**config.mk**
```make
export PLATFORM = sky130hd
export DESIGN_NAME = muldiv_unit
export DESIGN_NICKNAME = d
export VERILOG_FILES = /design/src/rtl/muldiv_pkg.sv /design/src/rtl/muldiv_ctrl.sv /design/src/rtl/muldiv_dp.sv /design/src/rtl/muldiv_unit.sv
export SDC_FILE = /design/constraint.sdc
export NUM_CORES = 1
export LEC_CHECK = 0
export BUFFER_PORTS_ARGS = -buffer_cell sky130_fd_sc_hd__buf_2
export CAP_MARGIN = 20
export CORE_MARGIN = 3
export CORE_UTILIZATION = 40
export DETAILED_ROUTE_END_ITERATION = 10
export RECOVER_POWER = 25
export SLEW_MARGIN = 20
export SYNTH_ARGS = -nofsm -noshare
export SYNTH_HDL_FRONTEND = slang
export SYNTH_HIERARCHICAL = 1
export SYNTH_SLANG_ARGS = --single-unit
export TNS_END_PERCENT = 1
```
**constraint.sdc**
```tcl
create_clock -name clk -period 6.1 [get_ports clk]
set_input_delay 0.305 -clock clk [delete_from_list [all_inputs] [get_ports clk]]
set_output_delay 0.305 -clock clk [all_outputs]
set_load 0.01 [all_outputs]
```
**src/rtl/muldiv_pkg.sv**
```systemverilog
package muldiv_pkg;

    typedef enum logic [1:0] {
        ST_IDLE = 2'd0,
        ST_ITER = 2'd1,
        ST_FIX  = 2'd2
    } mdu_state_e;

endpackage

```
**src/rtl/muldiv_ctrl.sv**
```systemverilog
module muldiv_ctrl
    import muldiv_pkg::*;
#(
    parameter int ITERS = 32
) (
    input  logic clk,
    input  logic rst_n,
    input  logic start,
    output logic busy,
    output logic load,
    output logic step,
    output logic fin
);

    localparam int CW = (ITERS > 1) ? $clog2(ITERS) : 1;
    localparam logic [CW-1:0] LAST = CW'(ITERS - 1);

    mdu_state_e     state_q, state_d;
    logic [CW-1:0]  cnt_q;

    // state register and iteration counter
    always_ff @(posedge clk or negedge rst_n) begin
        if (!rst_n) begin
            state_q <= ST_IDLE;
            cnt_q   <= '0;
        end else begin
            state_q <= state_d;
            if (state_q == ST_ITER) cnt_q <= cnt_q + 1'b1;
            else                    cnt_q <= '0;
        end
    end

    // transitions and outputs
    always_comb begin
        state_d = state_q;
        busy    = 1'b0;
        load    = 1'b0;
        step    = 1'b0;
        fin     = 1'b0;
        unique case (state_q)
            ST_IDLE: begin
                if (start) begin
                    load    = 1'b1;
                    state_d = ST_ITER;
                end
            end
            ST_ITER: begin
                busy = 1'b1;
                step = 1'b1;
                if (cnt_q == LAST) state_d = ST_FIX;
            end
            ST_FIX: begin
                busy    = 1'b1;
                fin     = 1'b1;
                state_d = ST_IDLE;
            end
            default: state_d = ST_IDLE;
        endcase
    end

    // an accepted start makes the unit busy on the next cycle
    p_busy_rise_r5: assert property (@(posedge clk) disable iff (!rst_n)
        (start && !busy) |=> busy);

    // completion cycle is followed by idle
    p_fin_idle_r5: assert property (@(posedge clk) disable iff (!rst_n)
        fin |=> !busy);

    // a start during the iteration phase does not end or restart the run
    p_ignore_r6: assert property (@(posedge clk) disable iff (!rst_n)
        (start && busy && !fin) |=> (busy && !load));

endmodule

```
**src/rtl/muldiv_dp.sv**
```systemverilog
module muldiv_dp #(
    parameter int W = 32
) (
    input  logic         clk,
    input  logic         rst_n,
    input  logic         load,
    input  logic         step,
    input  logic         fin,
    input  logic         op_div,
    input  logic [W-1:0] opa,
    input  logic [W-1:0] opb,
    output logic [W-1:0] hi,
    output logic [W-1:0] lo
);

    localparam int AW = 2 * W + 1;

    logic          div_q, neg_res_q, neg_rem_q;
    logic [W-1:0]  dvs_q;
    logic [AW-1:0] acc_q, acc_step;
    logic [W-1:0]  hi_q, lo_q;

    logic [W-1:0]  mag_a, mag_b;
    assign mag_a = opa[W-1] ? (~opa + 1'b1) : opa;
    assign mag_b = opb[W-1] ? (~opb + 1'b1) : opb;

    // one iteration of either algorithm
    logic [W:0]    mul_upper;
    logic [W:0]    div_sh;
    logic [W+1:0]  div_trial;
    logic [W-1:0]  div_rem;
    logic          div_bit;

    always_comb begin
        mul_upper = acc_q[AW-1:W] + (acc_q[0] ? {1'b0, dvs_q} : '0);
        div_sh    = {acc_q[2*W-1:W], acc_q[W-1]};
        div_trial = {1'b0, div_sh} - {2'b00, dvs_q};
        div_bit   = ~div_trial[W+1];
        div_rem   = div_bit ? div_trial[W-1:0] : div_sh[W-1:0];
        if (div_q) acc_step = {1'b0, div_rem, acc_q[W-2:0], div_bit};
        else       acc_step = {1'b0, mul_upper, acc_q[W-1:1]};
    end

    // sign correction
    logic [2*W-1:0] prod_fix;
    logic [W-1:0]   quo_fix, rem_fix;

    always_comb begin
        prod_fix = neg_res_q ? (~acc_q[2*W-1:0] + 1'b1) : acc_q[2*W-1:0];
        quo_fix  = neg_res_q ? (~acc_q[W-1:0] + 1'b1)   : acc_q[W-1:0];
        rem_fix  = neg_rem_q ? (~acc_q[2*W-1:W] + 1'b1) : acc_q[2*W-1:W];
    end

    always_ff @(posedge clk or negedge rst_n) begin
        if (!rst_n) begin
            div_q     <= 1'b0;
            neg_res_q <= 1'b0;
            neg_rem_q <= 1'b0;
            dvs_q     <= '0;
            acc_q     <= '0;
            hi_q      <= '0;
            lo_q      <= '0;
        end else begin
            if (load) begin
                div_q     <= op_div;
                neg_res_q <= opa[W-1] ^ opb[W-1];
                neg_rem_q <= opa[W-1];
                dvs_q     <= op_div ? mag_b : mag_a;
                acc_q     <= {{(W+1){1'b0}}, (op_div ? mag_a : mag_b)};
            end else if (step) begin
                acc_q <= acc_step;
            end
            if (fin) begin
                if (div_q) begin
                    hi_q <= rem_fix;
                    lo_q <= quo_fix;
                end else begin
                    hi_q <= prod_fix[2*W-1:W];
                    lo_q <= prod_fix[W-1:0];
                end
            end
        end
    end

    assign hi = hi_q;
    assign lo = lo_q;

    // result registers move only on the completion cycle
    p_hold_r9: assert property (@(posedge clk) disable iff (!rst_n)
        !fin |=> ($stable(hi) && $stable(lo)));

    // zero divisor yields an all-ones quotient magnitude
    p_zero_div_r7: assert property (@(posedge clk) disable iff (!rst_n)
        (fin && div_q && dvs_q == '0) |-> (acc_q[W-1:0] == {W{1'b1}}));

    // restoring remainder magnitude stays below a nonzero divisor
    p_rem_bound_r4: assert property (@(posedge clk) disable iff (!rst_n)
        (fin && div_q && dvs_q != '0) |-> (acc_q[2*W-1:W] < dvs_q));

endmodule

```
**src/rtl/muldiv_unit.sv**
```systemverilog
module muldiv_unit #(
    parameter int W = 32
) (
    input  logic         clk,
    input  logic         rst_n,
    input  logic         start,
    input  logic         op_div,
    input  logic [W-1:0] opa,
    input  logic [W-1:0] opb,
    output logic         busy,
    output logic [W-1:0] hi,
    output logic [W-1:0] lo
);

    logic load, step, fin;

    muldiv_ctrl #(.ITERS(W)) u_ctrl (
        .clk   (clk),
        .rst_n (rst_n),
        .start (start),
        .busy  (busy),
        .load  (load),
        .step  (step),
        .fin   (fin)
    );

    muldiv_dp #(.W(W)) u_dp (
        .clk    (clk),
        .rst_n  (rst_n),
        .load   (load),
        .step   (step),
        .fin    (fin),
        .op_div (op_div),
        .opa    (opa),
        .opb    (opb),
        .hi     (hi),
        .lo     (lo)
    );

endmodule

```
==> results.json, run 1 <==
{
  "status": "finished, final reports clean",
  "arrival_ns": 4.36,
  "critPathLaunchType": "register",
  "period_minus_slack_ns": 4.03,
  "cts_tree": "built",
  "vias": 13836,
  "seqCellArea_um2": 4260,
  "initial_core_util": 0.411,
  "ys_types": 75,
  "remaining_drc_errors": 0,
  "grt_pass1_wl_mm": 74.3,
  "leakage_nw": 7.19,
  "path_buf_inv": 1,
  "overflow": 0,
  "cts_buffers": 17,
  "first_pass_iters": 7,
  "max_freq_mhz": 248,
  "crit_fanout": 23,
  "final_antenna_net_count": 0,
  "critPathMaxStageDelay_ns": 0.59,
  "end_kind": "register",
  "io_buffers": 132,
  "period_share": 0.660,
  "cts_max_level": 4,
  "dieArea_um2": 38300,
  "worst-endpoint-required_ns": 6.43,
  "die_h_um": 196,
  "dieWidth_um": 196,
  "fin_worst_skew_ns": 0.0136,
  "nets": 2035,
  "coreArea_um2": 35000,
  "postSynthAreaPerCell_um2": 7.88,
  "antenna_found_initial": 1,
  "row_count": 68,
  "setup_tns_ns": 0,
  "wirelength_mm": 47.8,
  "total_power_mw": 8.78,
  "clkLatencyLatePin_ns": 0.45,
  "fill_cells": 3513,
  "grt_pass1_vias": 12926,
  "dp_hpwl_mm": 36.7,
  "insertedDiodeCount": 0,
  "routed_via_density": 5.87,
  "peakVddDrop_mv": 0.249,
  "path_cells": "ha_1 -> nor2b_1 -> o2111ai_1 -> a211oi_1 -> o311a_1 -> o211ai_1 -> a21o_1 -> nand2_1 -> buf_4 -> mux2_2 -> o221a_2",
  "yosysSeqAreaShare": 0.296,
  "hold_viol": 0,
  "grt.total_usage": 0.245,
  "drv_slew": 0,
  "crit_slowest_cell": "a211oi_1",
  "place_congestion": 0.972,
  "ys_ff_latch": 170,
  "cts-root-buf": "clkbuf_16",
  "ctsLongestPathBuffers": 2,
  "setup_viol": 0,
  "relSlewSlack": 0.369,
  "rsz0062_at_grt": "false",
  "power_density_nw_per_um2": 552,
  "hold_path_class": "in -> reg",
  "clk_pin_slew_ns": 0.07,
  "ys_async_sr_fraction": 1.00,
  "drive_above_1_share": 0.109,
  "synth-edff-count": 0,
  "syn-num-nets": 1970,
  "synth.cell_area_um2": 14400,
  "synth_cells": 1826,
  "synth_warnings": 6,
  "synth-main-ff-cell": "dfrtp_1",
  "cap_violations": 0,
  "cp_top_family": "compound AO/OA/AOI/OAI gates",
  "worst_pin_slew_ns": 0.943,
  "grt_max_degree": 88,
  "synthToLayoutAreaGrowth_pct": 10.6,
  "wl_per_cell_um": 20.2,
  "multi_input_area_um2": 9490,
  "crit_type": "reg -> reg",
  "clkSinkCount": 170,
  "io_pins": 133,
  "first_iter_violations": 1156
}
repair_timing:
| action | in CTS | in global routing |
|---|---|---|
| hold buffers | 1 | 0 |
| resized for setup | 0 | 0 |
| setup buffers | 0 | 0 |
| endpoints found under the hold margin | 78 | 0 |
stage by stage:
step	util	setup WS, ns	instances	instance area (µm²)	hold slack [ns]
after floorplan	-	3.01	1826	14400	0.00941
after global placement	0.439	2.27	2326	15400	0.408
after detailed placement	0.439	2.21	2326	15400	0.405
after CTS	0.456	2.17	2359	15900	0.194
after global routing	0.455	1.92	2359	15900	0.226
final	0.455	2.07	2359	15900	0.211
where the power goes:
group,total [mW],switching (mW),internal [mW]
logic,5.65,3.50,2.15
registers,2.06,0.608,1.45
clock network,1.08,0.531,0.545
layout make-up:
type,count,area share
Clock buffer,17,0.0267
Clock inverter,15,0.00951
Inverter,71,0.0167
Multi-Input combinational cell,1484,0.596
Sequential cell,170,0.267
Tap cell,455,0.0358
Timing Repair Buffer,147,0.0475
flip-flops by register name, indices dropped and copies added (netlist names), 2 cells and up:
register,cells
u_dp/lo,32
u_dp/dvs_q,32
u_ctrl/state_q,2
u_ctrl/cnt_q,5
u_dp/hi,32
u_dp/acc_q,64
cell usage after synthesis (3+ instances only):
| cell | number | area share |
|---|---|---|
| and2_1 | 10 | 0.0044 |
| o211ai_1 | 39 | 0.020 |
| nand3b_1 | 7 | 0.0037 |
| o221ai_1 | 7 | 0.0043 |
| or2_2 | 7 | 0.0030 |
| o41ai_1 | 19 | 0.012 |
| dfrtp_1 | 170 | 0.30 |
| nor2b_1 | 12 | 0.0052 |
| or4_1 | 15 | 0.0078 |
| a32oi_1 | 4 | 0.0024 |
| a21oi_1 | 147 | 0.051 |
| nor4_1 | 14 | 0.0061 |
| mux2i_1 | 51 | 0.035 |
| a31o_2 | 6 | 0.0037 |
| a21o_1 | 26 | 0.014 |
| nand4b_1 | 4 | 0.0024 |
| nand4_1 | 7 | 0.0030 |
| a211o_1 | 3 | 0.0018 |
| o22ai_1 | 6 | 0.0026 |
| or3_1 | 14 | 0.0061 |
| xor2_1 | 92 | 0.056 |
| inv_1 | 70 | 0.018 |
| ha_1 | 74 | 0.064 |
| and3_1 | 6 | 0.0026 |
| o21ai_0 | 198 | 0.069 |
| nor3_1 | 26 | 0.0090 |
| a211oi_1 | 17 | 0.0089 |
| xnor2_1 | 79 | 0.048 |
| or4_4 | 3 | 0.0023 |
| nand2b_1 | 28 | 0.012 |
| clkbuf_1 | 91 | 0.024 |
| o21a_1 | 12 | 0.0063 |
| o31ai_1 | 32 | 0.017 |
| buf_1 | 8 | 0.0021 |
| nand2_1 | 214 | 0.056 |
| o21bai_1 | 9 | 0.0047 |
| a22oi_1 | 13 | 0.0068 |
| a31oi_1 | 14 | 0.0061 |
| nand3_1 | 36 | 0.013 |
| nor2_1 | 172 | 0.045 |
| mux2_2 | 21 | 0.016 |
layer usage:
| metal | track usage | vias to the layer above | wire length [µm] |
|---|---|---|---|
| met4 | 0.0766 | 0 | 1160 |
| met5 | 0 | - | 0 |
| met2 | 0.378 | 486 | 21000 |
| li1 | - | 6675 | - |
| met3 | 0.0390 | 73 | 3250 |
| met1 | 0.351 | 6602 | 22400 |
path summary, 6_finish.rpt:
kind / start / to / slack (ns) / depth (start not counted)
max reg2reg: u_dp/acc_q[32] / u_dp/acc_q[59] / 2.07 / 11
max: u_dp/acc_q[32] / u_dp/acc_q[59] / 2.07 / 11
min reg2reg: u_ctrl/cnt_q[0] / u_ctrl/cnt_q[0] / 0.46 / 1
min: start / u_ctrl/state_q[1] / 0.21 / 3
max in group asynchronous: rst_n / u_dp/acc_q[41] / 4.32 / 3
min in group asynchronous: rst_n / u_dp/lo[12] / 0.46 / 2
worst register-to-register path, stage by stage (launching register included):
cell and delay, ns:
dfrtp_1 0.51, ha_1 0.33, nor2b_1 0.19, o2111ai_1 0.18, a211oi_1 0.59, o311a_1 0.29
o211ai_1 0.24, a21o_1 0.42, nand2_1 0.13, buf_4 0.36, mux2_2 0.39, o221a_2 0.27
logic make-up after synthesis:
kind of cell,Yosys count,share of synthesized area
compound gates,578,0.246
xor+xnor,171,0.104
fa+ha+maj,76,0.0672
buf+inv,172,0.0455
flops,170,0.296
mux,73,0.0530
simple gates,586,0.188
cell usage in the layout (no fill, tap or decap), drive strengths merged, types with 13 or more instances in the layout:
master and count:
a31oi 14, or4 18, mux2i 51, nor4 14, nor2 173, o21ai 201, ha 74, mux2 22
xor2 92, a211oi 17, nor3 26, clkbuf 40, o31ai 33, nand3 37, a21o 26, a22oi 13
inv 77, dfrtp 170, nand2b 28, o41ai 19, a21oi 148, buf 123, xnor2 79, nand2 214
or3 14, o211ai 39, nor2b 13
No activity file was read; power rests on OpenSTA's default activity.
==> run 2: changes to the inputs <==
clock period = 3.3 ns   (was 6.1 ns; I/O delays follow)
==> results.json, run 2 (synthesized netlist as in run 1, its figures left out) <==
{
  "status": "finished, violations left",
  "violations": "capacitance limit, slew limit",
  "holdPathEnd": "u_ctrl/state_q[1]",
  "r2r_start": "u_dp/acc_q[18]",
  "rr_endpoint": "u_dp/hi[19]",
  "worst-endpoint-required_ns": 3.59,
  "routed_via_density": 5.74,
  "min-delay-start": "start",
  "mostFrequentLayoutCells": "nand2_1 (214), o21ai_0 (192), nor2_1 (171), dfrtp_1 (169), a21oi_1 (145)",
  "ctsLongestPathBuffers": 2,
  "cap_violations": 1,
  "dieWidth_um": 196,
  "max_freq_mhz": 308,
  "cts_tree": "built",
  "peakVddDrop_mv": 0.524,
  "wirelength_mm": 49.9,
  "final_common_cell": "nand2_1",
  "largest_reg_flops": 64,
  "overflow": 0,
  "final_antenna_net_count": 0,
  "cp-startpoint": "u_dp/acc_q[18]",
  "relSlewSlack": -0.119,
  "setup_tns_ns": 0,
  "first_iter_violations": 1271,
  "coreArea_um2": 35000,
  "clk_pin_slew_ns": 0.08,
  "critPathLaunchType": "register",
  "row_count": 68,
  "rr_worst_depth": 9,
  "grt.total_usage": 0.254,
  "remaining_drc_errors": 0,
  "r2r_slack_ns": 0.05,
  "io_pins": 133,
  "fill_cells": 3456,
  "setup_viol": 0,
  "worst_pin_slew_ns": 1.68,
  "cts_max_level": 4,
  "worst_slack_ns": 0.0546,
  "clkLatencyLatePin_ns": 0.45,
  "antenna_found_initial": 0,
  "dp_hpwl_mm": 38.9,
  "crit_fanout": 8,
  "initial_core_util": 0.411,
  "end_kind": "register",
  "fin_worst_skew_ns": 0.0143,
  "cts_buffers": 17,
  "synthToLayoutAreaGrowth_pct": 18.3,
  "first_pass_iters": 6,
  "cts-root-buf": "clkbuf_16",
  "drive_above_1_share": 0.169,
  "nets": 2167,
  "arrival_ns": 3.54,
  "vias": 14296,
  "die_h_um": 196,
  "power_density_nw_per_um2": 1040,
  "period_minus_slack_ns": 3.25,
  "grt_pass1_vias": 13335,
  "place_congestion": 0.946,
  "leakage_nw": 7.80,
  "wl_per_cell_um": 20.0,
  "hold_viol": 0,
  "fin_util": 0.487,
  "insertedDiodeCount": 0,
  "rsz0062_at_grt": "true",
  "grt_max_degree": 80,
  "period_share": 0.983,
  "dieArea_um2": 38300,
  "crit_type": "reg -> reg",
  "drv_slew": 66,
  "min_path_cells": 3,
  "clkSinkCount": 170,
  "grt_pass1_wl_mm": 76.4,
  "place_ws_ns": -0.103,
  "io_buffers": 132,
  "regMostFlops": "u_dp/acc_q",
  "hold_path_class": "in -> reg"
}
==> run 2: cell types whose count changed in the layout (fill, tap and decap cells not counted), sizes merged <==
cell / before / now
clkinvlp: 0 / 2
clkinv: 9 / 5
bufinv: 0 / 1
buf: 123 / 242
clkbuf: 40 / 55
inv: 77 / 76
==> run 2: worst max path at each step <==
stage	to	slack (ns)
finish	u_dp/hi[19]	0.05
global route	u_dp/acc_q[54]	-0.07
global placement	u_dp/acc_q[56]	-0.07
CTS	u_dp/acc_q[48]	0.03
floorplan	u_dp/acc_q[59]	0.21
detailed placement	u_dp/acc_q[62]	-0.10
==> run 2: power by group <==
group	total [mW]	internal, mW	switching [mW]	leakage, nW
sequential	3.35	2.69	0.664	2.20
combinational	12.3	5.03	7.25	5.31
clock	2.02	1.08	0.939	0.280
==> run 2: repair_timing <==
item                       CTS  global route
pin swaps                    2             7
hold endpoints to repair    64             0
hold buffers                 1             0
setup endpoints to repair   13            33
resized for setup            5            20
setup buffers                1             2
==> run 2: through the flow <==
step	hold WS (ns)	instance area [µm²]	total power [mW]	cells
final	0.0777	17000	17.7	2491
after CTS	0.0571	17000	17.4	2489
after detailed placement	0.201	16400	15.2	2455
after global routing	0.0738	17000	19.0	2491
after global placement	0.200	16400	15.2	2455
after floorplan	-0.131	14400	11.0	1826
==> run 2: area by class of cell <==
class                   instances  area [µm²]  area share
multi-input cells            1484        9570       0.563
flip-flops and latches        170        4260       0.250
inverters                      71         267      0.0157
repair buffers                279        1780       0.104
clock inverters                13         133     0.00779
well taps                     455         569      0.0335
clock buffers                  19         443      0.0260
==> run 2: critical path: stages, from the launching register on <==
cell     delay [ns]
dfrtp_1        0.40
or4_4          0.56
or4_4          0.47
or4_4          0.49
nor2_2         0.20
nor2_2         0.14
nor4b_2        0.34
a31oi_1        0.15
xnor2_1        0.24
a21oi_1        0.10
==> run 2: layer usage <==
metal  global-route usage  wire (µm)
met5                    0          0
met4               0.0742       1300
met3               0.0414       3350
met2                0.393      21900
met1                0.366      23300
